### src/rtl/ict_pkg.sv
// Shared types and helpers for the in-circuit test mode controller.
// Assumes an 8-bit command bus; the command width is fixed here.
package ict_pkg;

    localparam int CODE_W = 8;

    // Decoded effect of one captured command on the tree state
    typedef enum logic [1:0] {
        CMD_KEEP = 2'd0,
        CMD_ON   = 2'd1,
        CMD_OFF  = 2'd2
    } tree_cmd_e;

    // One sample of the asynchronous test inputs, carried as a bundle
    typedef struct packed {
        logic              lvl;   // test pin level, 1 = normal
        logic [CODE_W-1:0] code;  // command bus
        logic              lo;    // qualifier expected low
        logic              hi;    // qualifier expected high
    } ict_smp_t;

    // Map a command byte to its effect on the tree
    function automatic tree_cmd_e decode_cmd(
        input logic [CODE_W-1:0] code,
        input logic [CODE_W-1:0] act,
        input logic [CODE_W-1:0] deact
    );
        if (code == act)        return CMD_ON;
        else if (code == deact) return CMD_OFF;
        else                    return CMD_KEEP;
    endfunction

endpackage

### src/rtl/ict_in_sync.sv
// Brings the test pin, command bus and qualifiers into the clock domain
// through STAGES flops, then flags a rising edge of the synchronized pin.
// Assumes the bus and qualifiers are held steady around the pin edge for
// at least STAGES+1 cycles, so they align with the synchronized level.
module ict_in_sync
    import ict_pkg::*;
#(
    parameter int STAGES = 2
) (
    input  logic     clk,
    input  logic     rst_n,
    input  ict_smp_t raw,
    output ict_smp_t smp,
    output logic     rise
);

    localparam ict_smp_t RST_VAL = '{1'b1, {CODE_W{1'b0}}, 1'b0, 1'b0};

    ict_smp_t stg [STAGES];
    logic     prev_lvl;

    // Shift the input bundle through the synchronizer chain
    always_ff @(posedge clk) begin
        if (!rst_n) begin
            for (int k = 0; k < STAGES; k++) stg[k] <= RST_VAL;
        end else begin
            stg[0] <= raw;
            for (int k = 1; k < STAGES; k++) stg[k] <= stg[k-1];
        end
    end

    // Remember the last synchronized level for edge detection
    always_ff @(posedge clk) begin
        if (!rst_n) prev_lvl <= 1'b1;
        else        prev_lvl <= stg[STAGES-1].lvl;
    end

    // Present the aligned sample and its rising-edge flag
    always_comb begin
        smp  = stg[STAGES-1];
        rise = stg[STAGES-1].lvl & ~prev_lvl;
    end

    // One capture per edge: the strobe never lasts two cycles
    p_single_strobe_r2: assert property (@(posedge clk) disable iff (!rst_n)
        rise |=> !rise);

endmodule

### src/rtl/ict_mode_reg.sv
// Holds the tree on/off state and the high-impedance override flag.
// Assumes smp and rise come from the synchronizer; a command counts only
// on a strobe cycle with the qualifier pattern lo=0, hi=1.
module ict_mode_reg
    import ict_pkg::*;
#(
    parameter logic [CODE_W-1:0] ACT_CODE   = 8'hA5,
    parameter logic [CODE_W-1:0] DEACT_CODE = 8'h5A
) (
    input  logic     clk,
    input  logic     rst_n,
    input  ict_smp_t smp,
    input  logic     rise,
    output logic     tree_on,
    output logic     hiz_force
);

    logic      cap_ok;
    tree_cmd_e cmd;

    // Qualify the strobe and decode the captured command
    always_comb begin
        cap_ok = rise & ~smp.lo & smp.hi;
        cmd    = cap_ok ? decode_cmd(smp.code, ACT_CODE, DEACT_CODE) : CMD_KEEP;
    end

    // Apply the decoded command to the tree state
    always_ff @(posedge clk) begin
        if (!rst_n)              tree_on <= 1'b0;
        else if (cmd == CMD_ON)  tree_on <= 1'b1;
        else if (cmd == CMD_OFF) tree_on <= 1'b0;
    end

    // Force high impedance while the synchronized test level is low
    always_ff @(posedge clk) begin
        if (!rst_n) hiz_force <= 1'b0;
        else        hiz_force <= ~smp.lvl;
    end

    p_hiz_on_r1: assert property (@(posedge clk) disable iff (!rst_n)
        !smp.lvl |=> hiz_force);
    p_hiz_off_r10: assert property (@(posedge clk) disable iff (!rst_n)
        smp.lvl |=> !hiz_force);
    p_edge_only_r2: assert property (@(posedge clk) disable iff (!rst_n)
        !rise |=> $stable(tree_on));
    p_qual_r3: assert property (@(posedge clk) disable iff (!rst_n)
        (rise && (smp.lo || !smp.hi)) |=> $stable(tree_on));
    p_act_r4: assert property (@(posedge clk) disable iff (!rst_n)
        (cap_ok && smp.code == ACT_CODE) |=> tree_on);
    p_deact_r5: assert property (@(posedge clk) disable iff (!rst_n)
        (cap_ok && smp.code == DEACT_CODE) |=> !tree_on);
    p_other_r6: assert property (@(posedge clk) disable iff (!rst_n)
        (cap_ok && smp.code != ACT_CODE && smp.code != DEACT_CODE) |=> $stable(tree_on));

endmodule

### src/rtl/ict_nand_chain.sv
// Serial NAND continuity chain over the monitored pins. A stage whose mask
// bit is clear passes the previous stage through unchanged. The chain input
// is the constant 1. Output pad is driven only while enabled.
module ict_nand_chain #(
    parameter int               N    = 8,
    parameter logic [N-1:0]     MASK = '1
) (
    input  logic [N-1:0] pins,
    input  logic         enable,
    output logic         out_d,
    output logic         out_oe
);

    logic [N:0] stage;

    assign stage[0] = 1'b1;

    for (genvar i = 0; i < N; i++) begin : g_stage
        if (MASK[i]) begin : g_nand
            // Active stage: NAND of this pin with the previous stage
            assign stage[i+1] = ~(pins[i] & stage[i]);
        end else begin : g_pass
            // Bypassed stage: pin is not part of the chain
            assign stage[i+1] = stage[i];
        end
    end

    // Gate the chain result onto the test pad
    always_comb begin
        out_oe = enable;
        out_d  = enable & stage[N];
    end

endmodule

### src/rtl/ict_pad_gate.sv
// Applies the high-impedance override to the functional pad enables.
// Data passes straight through; only the enables are gated.
module ict_pad_gate #(
    parameter int N = 16
) (
    input  logic [N-1:0] func_d,
    input  logic [N-1:0] func_oe,
    input  logic         hiz_force,
    output logic [N-1:0] pad_d,
    output logic [N-1:0] pad_oe
);

    for (genvar i = 0; i < N; i++) begin : g_pad
        // Per-pad override of the enable, data untouched
        assign pad_oe[i] = func_oe[i] & ~hiz_force;
        assign pad_d[i]  = func_d[i];
    end

endmodule

### src/rtl/ict_mode_ctrl.sv
// Top of the in-circuit test mode controller. It synchronizes the test
// inputs, latches the tree mode on a qualified strobe, overrides the pad
// enables and drives the NAND chain pad. Assumes pads are data/enable pairs.
module ict_mode_ctrl
    import ict_pkg::*;
#(
    parameter int                N_OUT       = 16,
    parameter int                N_MON       = 8,
    parameter int                SYNC_STAGES = 2,
    parameter logic [N_MON-1:0]  MON_MASK    = 8'hEF,
    parameter logic [CODE_W-1:0] ACT_CODE    = 8'hA5,
    parameter logic [CODE_W-1:0] DEACT_CODE  = 8'h5A
) (
    input  logic              clk,
    input  logic              rst_n,
    input  logic              tmode_n,
    input  logic [CODE_W-1:0] cfg_code,
    input  logic              sel_lo,
    input  logic              sel_hi,
    input  logic [N_OUT-1:0]  func_d,
    input  logic [N_OUT-1:0]  func_oe,
    output logic [N_OUT-1:0]  pad_d,
    output logic [N_OUT-1:0]  pad_oe,
    input  logic [N_MON-1:0]  mon_pin,
    output logic              tree_oe,
    output logic              tree_d
);

    ict_smp_t raw_smp;
    ict_smp_t sync_smp;
    logic     strobe;
    logic     tree_on;
    logic     hiz_force;

    // Bundle the asynchronous test inputs
    always_comb raw_smp = '{tmode_n, cfg_code, sel_lo, sel_hi};

    ict_in_sync #(.STAGES(SYNC_STAGES)) sync_i (
        .clk  (clk),
        .rst_n(rst_n),
        .raw  (raw_smp),
        .smp  (sync_smp),
        .rise (strobe)
    );

    ict_mode_reg #(.ACT_CODE(ACT_CODE), .DEACT_CODE(DEACT_CODE)) mode_i (
        .clk      (clk),
        .rst_n    (rst_n),
        .smp      (sync_smp),
        .rise     (strobe),
        .tree_on  (tree_on),
        .hiz_force(hiz_force)
    );

    ict_pad_gate #(.N(N_OUT)) gate_i (
        .func_d   (func_d),
        .func_oe  (func_oe),
        .hiz_force(hiz_force),
        .pad_d    (pad_d),
        .pad_oe   (pad_oe)
    );

    ict_nand_chain #(.N(N_MON), .MASK(MON_MASK)) chain_i (
        .pins  (mon_pin),
        .enable(tree_on),
        .out_d (tree_d),
        .out_oe(tree_oe)
    );

    // The tree pad is silent whenever the mode register holds it off
    p_tree_idle_r8: assert property (@(posedge clk) disable iff (!rst_n)
        !tree_on |-> (!tree_oe && !tree_d));

endmodule

### config.mk
export PLATFORM = sky130hd
export DESIGN_NAME = ict_mode_ctrl
export DESIGN_NICKNAME = d
export VERILOG_FILES = /design/src/rtl/ict_pkg.sv /design/src/rtl/ict_in_sync.sv /design/src/rtl/ict_mode_reg.sv /design/src/rtl/ict_nand_chain.sv /design/src/rtl/ict_pad_gate.sv /design/src/rtl/ict_mode_ctrl.sv
export SDC_FILE = /design/constraint.sdc
export NUM_CORES = 1
export LEC_CHECK = 0
export BUFFER_PORTS_ARGS = -buffer_cell sky130_fd_sc_hd__buf_2
export CELL_PAD_IN_SITES_DETAIL_PLACEMENT = 0
export CELL_PAD_IN_SITES_GLOBAL_PLACEMENT = 1
export CORE_MARGIN = 5
export CORE_UTILIZATION = 22
export DETAILED_ROUTE_END_ITERATION = 6
export GPL_ROUTABILITY_DRIVEN = 0
export MAX_ROUTING_LAYER = met4
export PLACE_DENSITY_LB_ADDON = 0.1
export SLEW_MARGIN = 20
export SYNTH_ARGS = -nofsm -noshare
export SYNTH_HDL_FRONTEND = slang
export SYNTH_SLANG_ARGS = --single-unit
### constraint.sdc
create_clock -name clk -period 1.96 [get_ports clk]
set_clock_uncertainty 0.15 [all_clocks]
set_input_delay 0.196 -clock clk [delete_from_list [all_inputs] [get_ports clk]]
set_output_delay 0.196 -clock clk [all_outputs]
set_load 0.05 [all_outputs]
==> results of run 1 <==
power by group:
| group | switching [W] | internal (W) | total (W) | leakage [nW] |
|---|---|---|---|---|
| registers | 0.00000774 | 0.000530 | 0.000537 | 0.206 |
| logic | 0.000106 | 0.0000741 | 0.000180 | 0.422 |
| clock network | 0.000140 | 0.000145 | 0.000284 | 0.0228 |
| total | 0.000253 | 0.000748 | 0.00100 | 0.651 |
registers in the layout (all words and copies together) (netlist names):
name	flops
mode_i.tree_on	1
sync_i.prev_lvl	1
sync_i.stg	22
mode_i.hiz_force	1
metal layers:
| layer | global-route usage, % | part of all wire (%) |
|---|---|---|
| met1 | 7.491 | 38 |
| met2 | 11.70 | 45 |
| met3 | 2.546 | 12 |
| met4 | 5.670 | 4.4 |
| met5 | - | 0 |
layout make-up:
class                      count  area (µm²)
timing repair buffer          64       375.4
tap                           52       65.06
clock buffer                   4       45.04
fill                         466        3003
inverter                       3       11.26
multi-input combinational     53       384.1
sequential                    25       500.5
path summary, 6_finish.rpt:
check,startpoint,to
setup / recovery,sync_i.stg[0][20],mode_i.tree_on
hold / removal,rst_n,sync_i.stg[0][21]
setup reg to reg,sync_i.stg[0][20],mode_i.tree_on
hold reg to reg,sync_i.stg[0][10],sync_i.stg[0][21]
metrics by stage:
stage	setup WS (ns)	setup TNS, ns	cells	hold WS [ns]
floorplan	0.06515	0	100	0.1190
global placement	0.02272	0	186	0.2395
detailed placement	-0.02784	-0.02784	186	0.2320
CTS	-0.01419	-0.01419	201	0.1389
global route	-0.05754	-0.05754	201	0.1500
finish	-0.008377	-0.008377	201	0.1268
Yosys cell counts:
| cell | n | area share [%] |
|---|---|---|
| sky130_fd_sc_hd__nand2b_1 | 3 | 1.9 |
| sky130_fd_sc_hd__inv_1 | 3 | 1.1 |
| sky130_fd_sc_hd__o21ai_0 | 1 | 0.50 |
| sky130_fd_sc_hd__a41o_1 | 1 | 1.0 |
| sky130_fd_sc_hd__nand4b_1 | 2 | 1.8 |
| sky130_fd_sc_hd__o22ai_1 | 1 | 0.63 |
| sky130_fd_sc_hd__or4b_2 | 1 | 1.0 |
| sky130_fd_sc_hd__nor2b_1 | 17 | 11 |
| sky130_fd_sc_hd__buf_4 | 16 | 12 |
| sky130_fd_sc_hd__ha_1 | 1 | 1.2 |
| sky130_fd_sc_hd__nand2_1 | 1 | 0.37 |
| sky130_fd_sc_hd__mux2i_1 | 1 | 1.0 |
| sky130_fd_sc_hd__nor3_1 | 1 | 0.50 |
| sky130_fd_sc_hd__or3_1 | 1 | 0.63 |
| sky130_fd_sc_hd__dfxtp_1 | 25 | 50 |
| sky130_fd_sc_hd__or4b_1 | 1 | 1.0 |
| sky130_fd_sc_hd__nand4bb_1 | 1 | 1.1 |
| sky130_fd_sc_hd__and2_1 | 20 | 13 |
| sky130_fd_sc_hd__clkbuf_1 | 3 | 1.1 |
kinds of logic (layout without fill, tap and decap cells):
kind of cell / Yosys count / count (layout)
AOI/OAI and AO/OA: 3 / 3
buffers and inverters: 22 / 71
adders and majority gates: 1 / 1
and+or+nand+nor: 48 / 48
DFF: 25 / 25
muxes: 1 / 1
repair_timing:
| action | in CTS | in global routing |
|---|---|---|
| setup endpoints to repair | 1 | 1 |
| resized for setup | 0 | 4 |
| setup buffers | 0 | 0 |
| pin swaps | 3 | 1 |
| hold endpoints to repair | 11 | 0 |
| hold buffers | 11 | 0 |
==> report_table.html, run 1 <==
<table>
<tr><th>Metric</th><th>Value</th></tr>
<tr><th colspan="2">Setup path</th></tr>
<tr><td>Register-to-Register Path Depth</td><td>5</td></tr>
<tr><td>Nature of the critical path endpoint</td><td>flip-flop</td></tr>
<tr><td>Critical path class</td><td>flip-flop to flip-flop</td></tr>
<tr><td>Critical path's slowest cell</td><td>sky130_fd_sc_hd__or4b_4</td></tr>
<tr><td>Buffers &amp; Inverters on Critical Path</td><td>0</td></tr>
<tr><td>Data required, critical path</td><td>1.96 ns</td></tr>
<tr><td>R2r setup slk</td><td>-0.008 ns</td></tr>
<tr><td>Critical path launch point type</td><td>flip-flop</td></tr>
<tr><td>Critical Path Stages</td><td>5</td></tr>
<tr><td>Highest cell delay on the worst timing path</td><td>0.53 ns</td></tr>
<tr><td>Crit-path leading delay family</td><td>simple AND/OR/NAND/NOR gates</td></tr>
<tr><td>CP Max Fanout</td><td>2</td></tr>
<tr><td>Signal arrival time at the worst endpoint</td><td>1.97 ns</td></tr>
<tr><td>Cells traversed along the worst timing path</td><td>or4b_4, or3_4, ha_4, mux2i_1, nor2b_1</td></tr>
<tr><th colspan="2">Run status</th></tr>
<tr><td>Outcome</td><td>finished, violations left</td></tr>
<tr><td>Violations in the final reports</td><td>negative setup slack</td></tr>
<tr><th colspan="2">Power and ir drop</th></tr>
<tr><td>Overall Power</td><td>0.001001 W</td></tr>
<tr><td>Leakage</td><td>0.6508 nW</td></tr>
<tr><td>Power Density</td><td>724.8 nW/µm²</td></tr>
<tr><td>Max rail drop VDD</td><td>0.3094 mV</td></tr>
<tr><th colspan="2">Die</th></tr>
<tr><td>Initial core utilization</td><td>22.83%</td></tr>
<tr><td>Overall die height</td><td>77.45 µm</td></tr>
<tr><td>Overall die area</td><td>5999 µm²</td></tr>
<tr><td>Top-level I/O count</td><td>87</td></tr>
<tr><td>Area of the placeable core</td><td>4384 µm²</td></tr>
<tr><td># rows</td><td>24</td></tr>
<tr><td>Die outline width</td><td>77.45 µm</td></tr>
<tr><th colspan="2">Placement</th></tr>
<tr><td>Placement-stage cell area</td><td>1200 µm²</td></tr>
<tr><td>Count of input and output buffers</td><td>53</td></tr>
<tr><th colspan="2">CTS</th></tr>
<tr><td>Clock-pin slew on the worst setup and hold paths</td><td>0.08 ns</td></tr>
<tr><td>CTS Root Cell</td><td>sky130_fd_sc_hd__clkbuf_8</td></tr>
<tr><td>Number of buffers inserted during clock tree synthesis</td><td>3</td></tr>
<tr><td>Number of H-tree branching levels</td><td>1</td></tr>
<tr><td>Later-pin clock latency in the skew report</td><td>0.26 ns</td></tr>
<tr><td>Maximum count of clock buffers along a single path</td><td>2</td></tr>
<tr><td>CTS tree</td><td>built</td></tr>
<tr><td>Number of sinks driven by the clock tree</td><td>25</td></tr>
<tr><th colspan="2">Hold path</th></tr>
<tr><td>WHS Path Cells</td><td>2</td></tr>
<tr><td>Path class of the lowest-slack min-delay path</td><td>input pin to flip-flop</td></tr>
<tr><th colspan="2">Routing</th></tr>
<tr><td>Routed wire per std cell</td><td>10.91 µm</td></tr>
<tr><td>Iteration-0 DRC Markers</td><td>1</td></tr>
<tr><td>Number of vias after detailed routing</td><td>767</td></tr>
<tr><td>Antenna-violating nets left</td><td>0</td></tr>
<tr><td>Residual DRC</td><td>0</td></tr>
<tr><td>Drt total wl</td><td>2.192 mm</td></tr>
<tr><td>Vias per std cell</td><td>3.816</td></tr>
<tr><td>Initial DRT Pass Iterations</td><td>2</td></tr>
<tr><th colspan="2">STA</th></tr>
<tr><td>Number of setup violations in the final report</td><td>1</td></tr>
<tr><td>Tcrit/Tclk final</td><td>100.4%</td></tr>
<tr><td>FMAX</td><td>508.0 MHz</td></tr>
<tr><td>Final hold violation count</td><td>0</td></tr>
<tr><td>Headroom to the max-slew limit</td><td>66.78%</td></tr>
<tr><td>RSZ-0062 raised after global routing</td><td>true</td></tr>
<tr><td>Crit path time final</td><td>1.968 ns</td></tr>
<tr><td>Final number of max-transition violations</td><td>0</td></tr>
<tr><td>Final setup margin</td><td>-0.008377 ns</td></tr>
<tr><td>Slew of the pin with the lowest slew margin</td><td>0.4976 ns</td></tr>
<tr><th colspan="2">Synthesis</th></tr>
<tr><td>Xor/xnor cell area share of the yosys netlist</td><td>0%</td></tr>
<tr><td>Mean instance size in the synthesized netlist</td><td>10.01 µm²</td></tr>
<tr><td>Warnings, synthesis</td><td>0</td></tr>
<tr><td>Flip-flop and latch count after synthesis</td><td>25</td></tr>
<tr><td>Register area share after synthesis</td><td>50.00%</td></tr>
<tr><td>Compound-Gate Fraction of Synth Area</td><td>2.125%</td></tr>
<tr><td>Adder-Cell Fraction of Synth Area</td><td>1.250%</td></tr>
<tr><td>Mux contribution to synthesized area</td><td>1.000%</td></tr>
<tr><td>Netlist area before placement</td><td>1001 µm²</td></tr>
<tr><td>Net count after synthesis</td><td>154</td></tr>
<tr><td>Distinct cell type count after synthesis</td><td>19</td></tr>
<tr><td>Area fraction in and, or, nand and nor cells after synthesis</td><td>31.37%</td></tr>
<tr><td>Dominant combinational cell family by area after synthesis</td><td>simple AND/OR/NAND/NOR gates</td></tr>
<tr><td>Gate Count Post-Synth</td><td>100</td></tr>
<tr><th colspan="2">Finish</th></tr>
<tr><td>Post-route standard cell area excluding fillers</td><td>1381 µm²</td></tr>
<tr><td>Most common cell after layout, fill and taps aside</td><td>sky130_fd_sc_hd__buf_2</td></tr>
<tr><td>Synth-to-Final Area Change</td><td>38.00%</td></tr>
<tr><td>Share of layout cells above drive strength 1</td><td>40.94%</td></tr>
<tr><td>Share of the core filled with cells in the final layout</td><td>31.51%</td></tr>
<tr><td>Final net count</td><td>204</td></tr>
<tr><td>Most frequent cells in the layout</td><td>sky130_fd_sc_hd__buf_2, sky130_fd_sc_hd__dfxtp_1, sky130_fd_sc_hd__and2_1, sky130_fd_sc_hd__nor2b_1, sky130_fd_sc_hd__dlygate4sd3_1</td></tr>
<tr><td>Antenna diode instance count</td><td>0</td></tr>
<tr><th colspan="2">Flow run</th></tr>
<tr><td>Number of max-cap violations</td><td>0</td></tr>
<tr><th colspan="2">Global route</th></tr>
<tr><td>Vias in the first global route</td><td>758</td></tr>
<tr><td>GRT Util Overall</td><td>7.409%</td></tr>
<tr><td>Antenna violations before repair</td><td>0</td></tr>
<tr><td>Global route overflow</td><td>0</td></tr>
<tr><td>Pin count of the biggest net entering global routing</td><td>25</td></tr>
<tr><td>Global-route wire length before repair</td><td>3.532 mm</td></tr>
</table>
(Power assumes the default switching activity.)
==> run 2: changes to the inputs <==
--- a/config.mk
+++ b/config.mk
@@ -13,7 +13,7 @@
 export DETAILED_ROUTE_END_ITERATION = 6
 export GPL_ROUTABILITY_DRIVEN = 0
 export MAX_ROUTING_LAYER = met4
-export PLACE_DENSITY_LB_ADDON = 0.1
+export PLACE_DENSITY = 0.79
 export SLEW_MARGIN = 20
 export SYNTH_ARGS = -nofsm -noshare
 export SYNTH_HDL_FRONTEND = slang
==> run 2 against run 1 <==
Via count is 3.7% lower. Die area stayed put. Critical path depth stayed put. The run now ends clean. Global-route usage is 0.90 points lower. Fmax is 2.4% higher. Utilization is 0.60 points lower. Critical endpoint unchanged. Non-clock buffer count stayed put. First-iteration DRC count grew to 10 times the previous value. Critical path type unchanged. Final cell count stayed put. Clock-buffer cell count stayed put. Largest power group unchanged.
==> report_table.html, run 2 (synthesis gave the netlist of run 1 again) <==
<table>
<tr><th>Metric</th><th>Value</th></tr>
<tr><th colspan="2">Die</th></tr>
<tr><td>Die outline width</td><td>77.45 µm</td></tr>
<tr><td>Top-level I/O count</td><td>87</td></tr>
<tr><td>Area of the placeable core</td><td>4384 µm²</td></tr>
<tr><td># rows</td><td>24</td></tr>
<tr><td>Initial core utilization</td><td>22.83%</td></tr>
<tr><td>Overall die area</td><td>5999 µm²</td></tr>
<tr><td>Overall die height</td><td>77.45 µm</td></tr>
<tr><th colspan="2">Finish</th></tr>
<tr><td>Most common cell after layout, fill and taps aside</td><td>sky130_fd_sc_hd__buf_2</td></tr>
<tr><td>Most frequent cells in the layout</td><td>sky130_fd_sc_hd__buf_2, sky130_fd_sc_hd__dfxtp_1, sky130_fd_sc_hd__and2_1, sky130_fd_sc_hd__nor2b_1, sky130_fd_sc_hd__dlygate4sd3_1</td></tr>
<tr><td>Final-layout fill cell count</td><td>449</td></tr>
<tr><td>Largest register by flop count</td><td>sync_i.stg</td></tr>
<tr><td>Final net count</td><td>204</td></tr>
<tr><td>Antenna diode instance count</td><td>0</td></tr>
<tr><td>Share of layout cells above drive strength 1</td><td>38.26%</td></tr>
<tr><td>Synth-to-Final Area Change</td><td>35.38%</td></tr>
<tr><td>Flip-flop count of the largest register after layout</td><td>22</td></tr>
<tr><th colspan="2">Global route</th></tr>
<tr><td>Global-route wire length before repair</td><td>3.111 mm</td></tr>
<tr><td>Antenna violations before repair</td><td>0</td></tr>
<tr><td>Vias in the first global route</td><td>689</td></tr>
<tr><td>Pin count of the biggest net entering global routing</td><td>25</td></tr>
<tr><td>GRT Util Overall</td><td>6.510%</td></tr>
<tr><td>Global route overflow</td><td>0</td></tr>
<tr><th colspan="2">Routing</th></tr>
<tr><td>Residual DRC</td><td>0</td></tr>
<tr><td>Initial DRT Pass Iterations</td><td>3</td></tr>
<tr><td>Antenna-violating nets left</td><td>0</td></tr>
<tr><td>Number of vias after detailed routing</td><td>739</td></tr>
<tr><td>Iteration-0 DRC Markers</td><td>10</td></tr>
<tr><td>Drt total wl</td><td>1.949 mm</td></tr>
<tr><td>Routed wire per std cell</td><td>9.697 µm</td></tr>
<tr><td>Vias per std cell</td><td>3.677</td></tr>
<tr><th colspan="2">Power and ir drop</th></tr>
<tr><td>Power Density</td><td>728.3 nW/µm²</td></tr>
<tr><td>Max rail drop VDD</td><td>0.4545 mV</td></tr>
<tr><td>Leakage</td><td>0.6459 nW</td></tr>
<tr><th colspan="2">STA</th></tr>
<tr><td>Setup TNS</td><td>0 ns</td></tr>
<tr><td>Final setup margin</td><td>0.03839 ns</td></tr>
<tr><td>Crit path time final</td><td>1.922 ns</td></tr>
<tr><td>Headroom to the max-slew limit</td><td>67.88%</td></tr>
<tr><td>Slew of the pin with the lowest slew margin</td><td>0.4812 ns</td></tr>
<tr><td>Number of setup violations in the final report</td><td>0</td></tr>
<tr><td>Final hold violation count</td><td>0</td></tr>
<tr><td>Tcrit/Tclk final</td><td>98.04%</td></tr>
<tr><td>Final number of max-transition violations</td><td>0</td></tr>
<tr><td>FMAX</td><td>520.4 MHz</td></tr>
<tr><td>RSZ-0062 raised after global routing</td><td>true</td></tr>
<tr><th colspan="2">Setup path</th></tr>
<tr><td>Register-to-Register Path Depth</td><td>5</td></tr>
<tr><td>CP Max Fanout</td><td>2</td></tr>
<tr><td>Nature of the critical path endpoint</td><td>flip-flop</td></tr>
<tr><td>Data required, critical path</td><td>1.96 ns</td></tr>
<tr><td>Signal arrival time at the worst endpoint</td><td>1.92 ns</td></tr>
<tr><td>R2r setup slk</td><td>0.04 ns</td></tr>
<tr><td>Critical path class</td><td>flip-flop to flip-flop</td></tr>
<tr><td>Critical path launch point type</td><td>flip-flop</td></tr>
<tr><td>Terminus of the critical flop-to-flop path</td><td>mode_i.tree_on</td></tr>
<tr><td>Startpoint of the lowest-slack register-to-register path</td><td>sync_i.stg[0][13]</td></tr>
<tr><th colspan="2">CTS</th></tr>
<tr><td>Clock-pin slew on the worst setup and hold paths</td><td>0.07 ns</td></tr>
<tr><td>Number of buffers inserted during clock tree synthesis</td><td>3</td></tr>
<tr><td>Maximum count of clock buffers along a single path</td><td>2</td></tr>
<tr><td>Number of buffers added for setup after CTS</td><td>0</td></tr>
<tr><td>CTS Root Cell</td><td>sky130_fd_sc_hd__clkbuf_8</td></tr>
<tr><td>Number of sinks driven by the clock tree</td><td>25</td></tr>
<tr><td>Number of H-tree branching levels</td><td>1</td></tr>
<tr><td>CTS resizes</td><td>0</td></tr>
<tr><td>CTS tree</td><td>built</td></tr>
<tr><td>Later-pin clock latency in the skew report</td><td>0.25 ns</td></tr>
<tr><th colspan="2">Placement</th></tr>
<tr><td>Count of input and output buffers</td><td>53</td></tr>
<tr><td>Detailed placement HPWL</td><td>1.565 mm</td></tr>
<tr><td>Setup slack at placement</td><td>-0.0008215 ns</td></tr>
<tr><th colspan="2">Flow run</th></tr>
<tr><td>Number of max-cap violations</td><td>0</td></tr>
<tr><th colspan="2">Hold path</th></tr>
<tr><td>Start point of the worst hold path</td><td>rst_n</td></tr>
<tr><td>WHS Path Cells</td><td>2</td></tr>
<tr><td>End of the worst hold path</td><td>sync_i.stg[0][21]</td></tr>
<tr><td>Path class of the lowest-slack min-delay path</td><td>input pin to flip-flop</td></tr>
<tr><th colspan="2">Run status</th></tr>
<tr><td>Outcome</td><td>finished, final reports clean</td></tr>
</table>
## run 2: cell counts in the layout (fill, tap and decap cells not counted)
Identical to the previous run, type by type.
## run 2: critical path: stages (launching register included)
cell,delay (ns)
sky130_fd_sc_hd__dfxtp_1,0.31
sky130_fd_sc_hd__or4b_1,0.51
sky130_fd_sc_hd__or3_1,0.32
sky130_fd_sc_hd__ha_1,0.30
sky130_fd_sc_hd__mux2i_1,0.18
sky130_fd_sc_hd__nor2b_1,0.06
## run 2: worst max path at each step
stage,start,depth (start not counted),slack (ns),end
5_1_grt,sync_i.stg[0][13],5,-0.02,mode_i.tree_on
4_1_cts,sync_i.stg[0][13],5,0.01,mode_i.tree_on
3_3_place_gp,sync_i.stg[0][13],5,0.04,mode_i.tree_on
2_1_floorplan,sync_i.stg[0][13],5,0.07,mode_i.tree_on
3_5_place_dp,sync_i.stg[0][13],5,-0.0008,mode_i.tree_on
6_report,sync_i.stg[0][13],5,0.04,mode_i.tree_on
## run 2: what timing repair did
action | 4_1_cts | 5_1_grt
hold endpoints to repair | 11 | 0
endpoints found under the setup margin | 1 | 1
pin swaps | 2 | 1
hold buffers | 11 | 0
## run 2: power breakdown
group | switching (W) | total (W) | leakage, nW | internal [W]
clock network | 0.000128 | 0.000273 | 0.0228 | 0.000144
logic | 0.000104 | 0.000177 | 0.417 | 0.0000733
registers | 0.00000701 | 0.000537 | 0.206 | 0.000530
## run 2: cell type report
type                       count  area, µm²  area share (%)
tap                           52      65.06           4.801
clock buffer                   4      45.04           3.324
sequential                    25      500.5           36.93
timing repair buffer          64      375.4           27.70
multi-input combinational     53      357.8           26.41
inverter                       3      11.26          0.8310
## run 2: metrics by stage
stage	hold slack [ns]	cell area (µm²)	std cells	util (%)	total power [W]
after floorplan	0.1190	1001	100	-	0.0007430
after global placement	0.2322	1200	186	27.37	0.0007095
after detailed placement	0.2352	1200	186	27.37	0.0007109
after CTS	0.1156	1355	201	30.91	0.001003
after global routing	0.1461	1355	201	30.91	0.001040
final	0.1235	1355	201	30.91	0.0009869
## run 2: metal layers
| layer | GRT usage [%] | vias up | wire length [µm] |
|---|---|---|---|
| met5 | - | - | 0 |
| met4 | 3.780 | 0 | 21 |
| met3 | 3.009 | 4 | 193 |
| met2 | 10.61 | 43 | 1021 |
| met1 | 6.334 | 295 | 712 |
| li1 | - | 397 | - |
==> run 3: changes to the inputs <==
--- a/config.mk
+++ b/config.mk
@@ -9,12 +9,13 @@
 export CELL_PAD_IN_SITES_DETAIL_PLACEMENT = 0
 export CELL_PAD_IN_SITES_GLOBAL_PLACEMENT = 1
 export CORE_MARGIN = 5
-export CORE_UTILIZATION = 22
+export CORE_UTILIZATION = 25
 export DETAILED_ROUTE_END_ITERATION = 6
 export GPL_ROUTABILITY_DRIVEN = 0
 export MAX_ROUTING_LAYER = met4
-export PLACE_DENSITY = 0.79
+export PLACE_DENSITY = 0.81
 export SLEW_MARGIN = 20
 export SYNTH_ARGS = -nofsm -noshare
 export SYNTH_HDL_FRONTEND = slang
+export SYNTH_HIERARCHICAL = 1
 export SYNTH_SLANG_ARGS = --single-unit
==> run 3 against run 2 <==
Routed wire length down 2.8%. Utilization up 1.0 points. Sequential power about the same. Largest cell class unchanged.
==> report_table.html, run 3 <==
<table>
<tr><th>Metric</th><th>Value</th></tr>
<tr><th colspan="2">Setup path</th></tr>
<tr><td>Critical path launch point type</td><td>flip-flop</td></tr>
<tr><td>Nature of the critical path endpoint</td><td>output port</td></tr>
<tr><td>Signal arrival time at the worst endpoint</td><td>1.44 ns</td></tr>
<tr><td>Critical path class</td><td>flip-flop to output port</td></tr>
<tr><td>Data required, critical path</td><td>1.61 ns</td></tr>
<tr><td>Cells traversed along the worst timing path</td><td>and2b_2, buf_2</td></tr>
<tr><td>CP Max Fanout</td><td>16</td></tr>
<tr><td>Highest cell delay on the worst timing path</td><td>0.68 ns</td></tr>
<tr><td>Critical path's slowest cell</td><td>sky130_fd_sc_hd__dfxtp_1</td></tr>
<tr><th colspan="2">STA</th></tr>
<tr><td>Slew of the pin with the lowest slew margin</td><td>0.5713 ns</td></tr>
<tr><td>RSZ-0062 raised after global routing</td><td>false</td></tr>
<tr><td>Final hold violation count</td><td>0</td></tr>
<tr><td>FMAX</td><td>561.3 MHz</td></tr>
<tr><td>Crit path time final</td><td>1.782 ns</td></tr>
<tr><td>Tcrit/Tclk final</td><td>90.90%</td></tr>
<tr><td>Number of setup violations in the final report</td><td>0</td></tr>
<tr><td>Setup TNS</td><td>0 ns</td></tr>
<tr><td>Headroom to the max-slew limit</td><td>61.86%</td></tr>
<tr><td>Final number of max-transition violations</td><td>0</td></tr>
<tr><th colspan="2">Synthesis</th></tr>
<tr><td>Flip-flop and latch count after synthesis</td><td>25</td></tr>
<tr><td>Synth top area cells</td><td>sky130_fd_sc_hd__dfxtp_1, sky130_fd_sc_hd__buf_4, sky130_fd_sc_hd__and2_1, sky130_fd_sc_hd__nor2b_2, sky130_fd_sc_hd__and2_2</td></tr>
<tr><td>Number of enable-type register cells in the synthesized netlist</td><td>0</td></tr>
<tr><td>Gate Count Post-Synth</td><td>112</td></tr>
<tr><td>Share of flip-flops with an asynchronous set or reset</td><td>0%</td></tr>
<tr><td>Warnings, synthesis</td><td>6</td></tr>
<tr><td>Synth cell count leaders</td><td>sky130_fd_sc_hd__buf_4, sky130_fd_sc_hd__dfxtp_1, sky130_fd_sc_hd__and2_1</td></tr>
<tr><td>Top cell type's share of synthesized area</td><td>42.96%</td></tr>
<tr><td>Register area share after synthesis</td><td>42.96%</td></tr>
<tr><td>Distinct cell type count after synthesis</td><td>21</td></tr>
<tr><td>Most used flip-flop cell after synthesis</td><td>sky130_fd_sc_hd__dfxtp_1</td></tr>
<tr><td>Cell with the most instances after synthesis</td><td>sky130_fd_sc_hd__buf_4</td></tr>
<tr><td>Mean instance size in the synthesized netlist</td><td>10.40 µm²</td></tr>
<tr><td>Netlist area before placement</td><td>1165 µm²</td></tr>
<tr><td>Net count after synthesis</td><td>166</td></tr>
<tr><td>Top cell type by total area after synthesis</td><td>sky130_fd_sc_hd__dfxtp_1</td></tr>
<tr><th colspan="2">Finish</th></tr>
<tr><td>Final net count</td><td>204</td></tr>
<tr><td>Share of layout cells above drive strength 1</td><td>51.01%</td></tr>
<tr><td>Flip-flop count of the largest register after layout</td><td>22</td></tr>
<tr><td>Largest register by flop count</td><td>sync_i/stg</td></tr>
<tr><td>Most common cell after layout, fill and taps aside</td><td>sky130_fd_sc_hd__buf_2</td></tr>
<tr><td>Synth-to-Final Area Change</td><td>21.80%</td></tr>
<tr><td>Most frequent cells in the layout</td><td>sky130_fd_sc_hd__buf_2, sky130_fd_sc_hd__dfxtp_1, sky130_fd_sc_hd__and2_1, sky130_fd_sc_hd__dlygate4sd3_1</td></tr>
<tr><td>Share of the core filled with cells in the final layout</td><td>31.93%</td></tr>
<tr><td>Antenna diode instance count</td><td>0</td></tr>
<tr><th colspan="2">Routing</th></tr>
<tr><td>Iteration-0 DRC Markers</td><td>9</td></tr>
<tr><td>Antenna-violating nets left</td><td>0</td></tr>
<tr><td>Residual DRC</td><td>0</td></tr>
<tr><td>Vias per std cell</td><td>3.881</td></tr>
<tr><td>Routed wire per std cell</td><td>9.423 µm</td></tr>
<tr><td>Drt total wl</td><td>1.894 mm</td></tr>
<tr><td>Initial DRT Pass Iterations</td><td>2</td></tr>
<tr><td>Number of vias after detailed routing</td><td>780</td></tr>
<tr><th colspan="2">CTS</th></tr>
<tr><td>CTS resizes</td><td>0</td></tr>
<tr><td>CTS Root Cell</td><td>sky130_fd_sc_hd__clkbuf_8</td></tr>
<tr><td>CTS tree</td><td>built</td></tr>
<tr><td>Maximum count of clock buffers along a single path</td><td>2</td></tr>
<tr><td>Number of H-tree branching levels</td><td>1</td></tr>
<tr><td>Number of sinks driven by the clock tree</td><td>25</td></tr>
<tr><td>Clock-pin slew on the worst setup and hold paths</td><td>0.07 ns</td></tr>
<tr><td>Number of buffers inserted during clock tree synthesis</td><td>3</td></tr>
<tr><td>Later-pin clock latency in the skew report</td><td>0.26 ns</td></tr>
<tr><th colspan="2">Global route</th></tr>
<tr><td>GRT Util Overall</td><td>6.960%</td></tr>
<tr><td>Vias in the first global route</td><td>828</td></tr>
<tr><td>Antenna violations before repair</td><td>0</td></tr>
<tr><td>Pin count of the biggest net entering global routing</td><td>26</td></tr>
<tr><td>Global-route wire length before repair</td><td>3.339 mm</td></tr>
<tr><td>Global route overflow</td><td>0</td></tr>
<tr><th colspan="2">Placement</th></tr>
<tr><td>Count of input and output buffers</td><td>53</td></tr>
<tr><td>Detailed placement HPWL</td><td>1.476 mm</td></tr>
<tr><th colspan="2">Power and ir drop</th></tr>
<tr><td>Leakage</td><td>0.6979 nW</td></tr>
<tr><td>Overall Power</td><td>0.001007 W</td></tr>
<tr><td>Max rail drop VDD</td><td>0.3953 mV</td></tr>
<tr><td>Power Density</td><td>709.8 nW/µm²</td></tr>
<tr><th colspan="2">Die</th></tr>
<tr><td>Overall die height</td><td>78.26 µm</td></tr>
<tr><td># rows</td><td>24</td></tr>
<tr><td>Area of the placeable core</td><td>4444 µm²</td></tr>
<tr><td>Overall die area</td><td>6125 µm²</td></tr>
<tr><td>Die outline width</td><td>78.26 µm</td></tr>
<tr><td>Top-level I/O count</td><td>87</td></tr>
<tr><td>Initial core utilization</td><td>26.21%</td></tr>
<tr><th colspan="2">Flow run</th></tr>
<tr><td>Number of max-cap violations</td><td>0</td></tr>
<tr><th colspan="2">Hold path</th></tr>
<tr><td>Path class of the lowest-slack min-delay path</td><td>input pin to flip-flop</td></tr>
<tr><th colspan="2">Run status</th></tr>
<tr><td>Outcome</td><td>finished, final reports clean</td></tr>
</table>
run 3: metal layers:
layer  global-route usage (%)  vias up  part of all wire, %
met2                    12.50       54                   44
li1                         -      399                    -
met3                    2.632       13                   17
met1                    5.772      314                   34
met5                        -        -                    0
met4                    5.245        0                  5.1
run 3: metrics by stage:
step           setup WS, ns  hold slack [ns]  area (µm²)  cells
2_1_floorplan        0.4406           0.1424        1165    112
3_3_place_gp         0.4212           0.2264        1264    186
3_5_place_dp         0.4144           0.2305        1264    186
4_1_cts              0.1499           0.1847        1419    201
5_1_grt             0.06608           0.2058        1419    201
6_report             0.1783           0.1821        1419    201
run 3: repair_timing:
action                                 4_1_cts  5_1_grt
hold buffers                                11        0
setup buffers                                0        0
endpoints found under the hold margin       11        0
run 3: area by class of cell:
cell class	count	area, µm²
clock buffer	4	45.04
fill	455	3025
inverter	1	3.754
multi-input combinational	55	429.2
sequential	25	500.5
tap	52	65.06
timing repair buffer	64	375.4
run 3: final timing paths:
check                         start           endpoint  slack [ns]  depth (start not counted)
setup reg to reg  sync_i/stg[0][21]     mode_i/tree_on        0.43                          6
hold reg to reg   sync_i/stg[0][10]  sync_i/stg[0][21]        0.26                          1
hold / removal                rst_n     mode_i/tree_on        0.18                          2
setup / recovery   mode_i/hiz_force          pad_oe[3]        0.18                          2
run 3: power by group:
part	internal [W]	total [W]	switching, W
sequential	0.000530	0.000537	0.00000735
clock	0.000145	0.000285	0.000140
combinational	0.0000807	0.000185	0.000104
run 3: critical path, delay by kind of cell, from the launching register on:
kind | cells | cell delay [ns]
buffers and inverters | 1 | 0.20
DFF | 1 | 0.68
and+or+nand+nor | 1 | 0.28
run 3: cells by family (layout without fill, tap and decap cells):
logic type,after synthesis,count (layout),synth area share (%)
compound gates,3,3,1.933
fa+ha+maj,1,1,1.074
buf+inv,32,69,20.19
flops,25,25,42.96
mux,1,1,0.8593
simple gates,50,50,32.98
